$ cat src/rtl/uart_frame_tx.sv
module uart_frame_tx #(
  parameter int FIFO_DEPTH = 16,
  parameter int OSR = 8,
  localparam int LVL_W = $clog2(FIFO_DEPTH + 1),
  localparam int OSR_W = $clog2(OSR)
) (
  input  logic             clk,
  input  logic             rst_n,
  input  logic             tick,
  input  logic [1:0]       cfg_len,
  input  logic             cfg_two_stop,
  input  logic [2:0]       cfg_parity,
  input  logic             cfg_flow_en,
  input  logic             cts,
  input  logic [LVL_W-1:0] fifo_level,
  input  logic [7:0]       fifo_data,
  output logic             fifo_pop,
  output logic             txd,
  output logic             busy,
  output logic             fifo_empty,
  output logic             fifo_full
);

  typedef enum logic [2:0] {S_IDLE, S_START, S_DATA, S_PAR, S_STOP} st_t;

  st_t              st;
  logic [OSR_W-1:0] tcnt;
  logic [7:0]       sh;
  logic [2:0]       bidx, last_idx;
  logic             par_en, par_bit, two_stop, stop_idx, txd_q;
  logic [7:0]       masked;
  logic             par_calc, go, bit_end;

  assign fifo_empty = (fifo_level == '0);
  assign fifo_full  = (fifo_level == LVL_W'(FIFO_DEPTH));
  assign go         = (st == S_IDLE) && tick && !fifo_empty && (!cfg_flow_en || cts);
  assign fifo_pop   = go;
  assign busy       = (st != S_IDLE);
  assign txd        = txd_q;
  assign bit_end    = tick && (tcnt == OSR_W'(OSR - 1));
  assign masked     = fifo_data & (8'hFF >> (2'd3 - cfg_len));

  always_comb begin
    case (cfg_parity[1:0])
      2'd0:    par_calc = ~^masked;
      2'd1:    par_calc = 1'b1;
      2'd2:    par_calc = ^masked;
      default: par_calc = 1'b0;
    endcase
  end

  always_ff @(posedge clk or negedge rst_n) begin
    if (!rst_n) begin
      st       <= S_IDLE;
      tcnt     <= '0;
      sh       <= '0;
      bidx     <= '0;
      last_idx <= '0;
      par_en   <= 1'b0;
      par_bit  <= 1'b0;
      two_stop <= 1'b0;
      stop_idx <= 1'b0;
      txd_q    <= 1'b1;
    end else if (go) begin
      st       <= S_START;
      tcnt     <= '0;
      sh       <= masked;
      last_idx <= {1'b1, cfg_len};
      par_en   <= cfg_parity[2];
      par_bit  <= par_calc;
      two_stop <= cfg_two_stop;
      txd_q    <= 1'b0;
    end else if (st != S_IDLE && tick) begin
      tcnt <= bit_end ? '0 : tcnt + 1'b1;
      if (bit_end) begin
        case (st)
          S_START: begin
            st    <= S_DATA;
            bidx  <= '0;
            txd_q <= sh[0];
            sh    <= sh >> 1;
          end
          S_DATA: begin
            if (bidx == last_idx) begin
              st       <= par_en ? S_PAR : S_STOP;
              txd_q    <= par_en ? par_bit : 1'b1;
              stop_idx <= 1'b0;
            end else begin
              bidx  <= bidx + 1'b1;
              txd_q <= sh[0];
              sh    <= sh >> 1;
            end
          end
          S_PAR: begin
            st       <= S_STOP;
            txd_q    <= 1'b1;
            stop_idx <= 1'b0;
          end
          S_STOP: begin
            if (stop_idx == two_stop) st <= S_IDLE;
            else stop_idx <= 1'b1;
          end
          default: st <= S_IDLE;
        endcase
      end
    end
  end

  AST_IDLE_LINE_HIGH: assert property (@(posedge clk) disable iff (!rst_n)
    !busy |-> txd);
  AST_POP_STARTS_FRAME: assert property (@(posedge clk) disable iff (!rst_n)
    fifo_pop |=> busy && !txd);
  AST_POP_WHILE_IDLE: assert property (@(posedge clk) disable iff (!rst_n)
    fifo_pop |-> !busy);
  AST_TXD_ON_TICK_ONLY: assert property (@(posedge clk) disable iff (!rst_n)
    !tick |=> $stable(txd));
  AST_NO_POP_EMPTY: assert property (@(posedge clk) disable iff (!rst_n)
    fifo_pop |-> !fifo_empty);
  AST_BUSY_RISE_POP: assert property (@(posedge clk) disable iff (!rst_n)
    $rose(busy) |-> $past(fifo_pop));

endmodule

$ cat config.mk
export PLATFORM = sky130hd
export DESIGN_NAME = uart_frame_tx
export DESIGN_NICKNAME = d
export VERILOG_FILES = /design/src/rtl/uart_frame_tx.sv
export SDC_FILE = /design/constraint.sdc
export NUM_CORES = 1
export LEC_CHECK = 0
export BUFFER_PORTS_ARGS = -buffer_cell sky130_fd_sc_hd__buf_2
export CELL_PAD_IN_SITES_DETAIL_PLACEMENT = 0
export CELL_PAD_IN_SITES_GLOBAL_PLACEMENT = 1
export CORE_UTILIZATION = 44
export CTS_CLUSTER_DIAMETER = 120
export DETAILED_ROUTE_END_ITERATION = 12
export PLACE_DENSITY_LB_ADDON = 0.3
export SLEW_MARGIN = 25
export SYNTH_ARGS = -nofsm -noshare
export SYNTH_HDL_FRONTEND = slang
export SYNTH_SLANG_ARGS = --single-unit
$ cat constraint.sdc
create_clock -name clk -period 4.2 [get_ports clk]
set_input_delay 0.84 -clock clk [delete_from_list [all_inputs] [get_ports clk]]
set_output_delay 0.84 -clock clk [all_outputs]
set_load 0.01 [all_outputs]
==> metrics.md <==
| Metric | Value |
|---|---|
| Outcome | finished, final reports clean |
| WL per Instance | 13.9 um |
| Initial antenna violation count | 0 |
| Max Clk Rate | 0.304 GHz |
| Count leader, synth | dfrtp_1 |
| CTS tree | built |
| Post-route ant nets | 0 |
| Post-Syn Instances | 156 |
| Ports | 29 |
| Area contributors post-synth | dfrtp_1, nand2_1, nand3_1, a221o_1, o21ai_0 |
| Place WS | ~0.93 ns |
| 1st-iter DRT viols | 48 |
| Worst EP required | 3.36 ns |
| Power Total | 0.000813 W |
| Sequential area share after synthesis | 0.432 |
| N_diodes | 0 |
| Fin util | 0.523 |
| Critical Path Slowest Stage Cell | or3_1 |
| P_int | 0.000501 W |
| Synth top area share | 0.413 |
| Final Worst Setup Slack | 0.912 ns |
| Most frequent cell on the critical path | buf_2 |
| Clk slew on worst S/H paths | 0.15 ns |
| Syn nets | 183 |
| Top Usage Layer GRT | met2 |
| Number of synthesized flops with an enable pin | 0 |
| Detailed placement HPWL | between 2 and 2.5 mm |
| Total CTS buffers | 3 |
| Post-CTS Setup Bufs | 0 |
| Die width | 59.5 um |
| DIE AREA | between 3000 and 4000 um2 |
| Pwr dens | 501 nW/um2 |
| H-tree depth | 1 |
| Distinct cells, synth | 45 |
| Clock power share | 0.140 |
| Worst-Margin Slew | 0.815 ns |
| Comb pwr share | 0.351 |
| Switching power | 0.000312 W |
| Die H | between 50 and 60 um |
| Fin nets | between 200 and 250 |
| Finished Layout Cells | between 200 and 250 |
| Primary FF master, synth | dfrtp_1 |
| Endpoints failing setup | 0 |
| Synth Cell Area | 1450 um2 |
| Syn-to-layout area delta | 11.8% |
| Vias post-DR | 1252 |
| Clk_lat worst skew | 0.33 ns |
| Vias per std cell | 5.56 |
| DRT Pass-1 Iters | 4 |
| Worst rel slew slack | 0.453 |
| Worst-path cell chain | buf_2 > nor4_1 > nor2b_1 > or3_1 > clkinv_4 > buf_2 |
| Largest area contributor in the netlist | dfrtp_1 |
| Buf/Inv on CP | 3 |
| Layout cells sized above 1 | 0.210 |
| CP endpoint kind | primary output |
| Top Family by Delay on Critical Path | simple AND/OR/NAND/NOR gates |
| Routing usage on met3 | 0.0262 |
| Hold crit path type | input pin to asynchronous set/reset pin |
| Post-CTS Hold Buffers | 0 |
| Final Cycle Share | 0.783 |
| Seq pwr share | 0.509 |
| GR Util met2 | 0.319 |
| Switching share of power | 0.384 |
| Largest net degree at the start of global routing | 26 |
| CTS Sinks | 25 |
| Syn. warnings | 0 |
| Global route overflow | 0 |
| # fillers | 331 |
| Final Critical Period | between 3 and 4 ns |
| Synth cell count leaders | dfrtp_1, nand2_1, nand3_1 |
| Post-Syn Area per Cell | 9.31 um2 |
| Post_cts resized | 0 |
| Worst setup path class | input pin to primary output |
| Worst path arrival time | 2.45 ns |
| Clock buffer depth | 2 |
| RePlAce Congestion | 0.786 |
| Num rows | 20 |
| Final Slew Violations | 0 |
| Static leakage | 0.769 nW |
| CP max FO | 17 |
| Worst path max stage delay | 0.52 ns |
| Placed Cells | 221 |
| Clk_skew | 0.00828 ns |
| Max-Cap Viols | 0 |
| # DRC | 0 |
| First-pass GRT wire length | 5.31 mm |
| Asr flop ratio synth | 1.00 |
| Met1 Track Usage GR | 0.271 |
| Vias in the first global route | roughly 1200 |
| IO Port Bufs | 28 |
| Initial core utilization | 0.468 |
| Final Hold Vio Count | 0 |
| Critical Path Start Type | input pin |
| Worst ir drop on vdd | 0.182 mV |
| Core area | slightly above 3000 um2 |
| Routed WL | 3.12 mm |
| Setup TNS | 0 ns |
| RSZ-0062 raised after global routing | no |
| FF+latch count, synth | 25 |
| Total track usage | 0.200 |
| Root Buffer | clkbuf_4 |
-- cell usage in the layout (no fill, tap or decap), types with 2 or more instances in the layout --
cell type  instances
xnor2_1            5
nand2_1           22
a21o_1             3
nand3_1           11
nor2b_1            6
nor2_1             9
o21ai_0            9
nor3_1             3
clkbuf_4           3
a22oi_1            2
xor2_1             3
dfrtp_1           24
a221o_1            5
inv_1              5
ha_1               3
nor4_1             3
buf_2             28
and3_1             4
a21oi_1            7
-- worst paths after layout --
| path | to | from | slack [ns] | cells after the start |
|---|---|---|---|---|
| setup / recovery | fifo_pop | fifo_level[1] | 0.91 | 6 |
| hold / removal | bidx[2] | rst_n | 0.48 | 1 |
| setup reg to reg | sh[6] | st[1] | 1.82 | 5 |
| hold reg to reg | txd | txd | 0.50 | 2 |
| max in group asynchronous | txd | rst_n | 3.34 | 1 |
| min in group clk | txd | txd | 0.50 | 2 |
-- kinds of logic (layout without fill, tap and decap cells) --
kind of cell | Yosys count | count (layout) | share of synthesized area
DFF | 25 | 25 | 0.432
and+or+nand+nor | 69 | 69 | 0.244
buffers and inverters | 13 | 38 | 0.0560
adders and majority gates | 3 | 3 | 0.0258
xor gates and xnor gates | 9 | 9 | 0.0637
muxes | 2 | 2 | 0.0146
AOI/OAI and AO/OA | 35 | 35 | 0.165
-- state kept, by name (all words and copies together), names as in the netlist --
register and flops:
tcnt 3, stop_idx 1, par_bit 1, last_idx 3
sh 8, txd 1, st 3, par_en 1
bidx 3, two_stop 1
-- worst register-to-register path, stage by stage (launching register included) --
cell and delay (ns):
dfrtp_1 0.53, or3_4 0.44, or3_1 0.65, clkinv_4 0.25
nor2_1 0.09, a221o_1 0.32
-- per-stage QoR --
step           hold WS, ns  cell area, um2
2_1_floorplan        0.454            1450
3_3_place_gp         0.466            1590
3_5_place_dp         0.475            1590
4_1_cts              0.488            1620
5_1_grt              0.487            1620
6_report             0.476            1620
-- power by group through the flow --
stage	logic, W	clock network [W]	registers [W]
finish	0.000286	0.000114	0.000414
global route	0.000325	0.000133	0.000425
CTS	0.000288	0.000120	0.000412
detailed placement	0.000287	0	0.000416
global placement	0.000277	0	0.000413
floorplan	0.000263	0	0.000373
-- layout make-up --
class,count,area (um2),area share
clock buffers,3,22.5,0.0139
clock inverters,1,7.51,0.00462
inverters,6,27.5,0.0169
multi-input cells,118,744,0.458
flip-flops and latches,25,627,0.386
well taps,44,55.1,0.0339
repair buffers,28,140,0.0863
-- metal layers --
layer | vias to the layer above | share of wire | wire (um)
met5 | - | 0 | 0
met4 | 0 | 0.013 | 40
met3 | 4 | 0.039 | 121
met2 | 28 | 0.50 | 1560
met1 | 608 | 0.45 | 1390
li1 | 612 | - | -
Power figures use the tool's default switching activity.
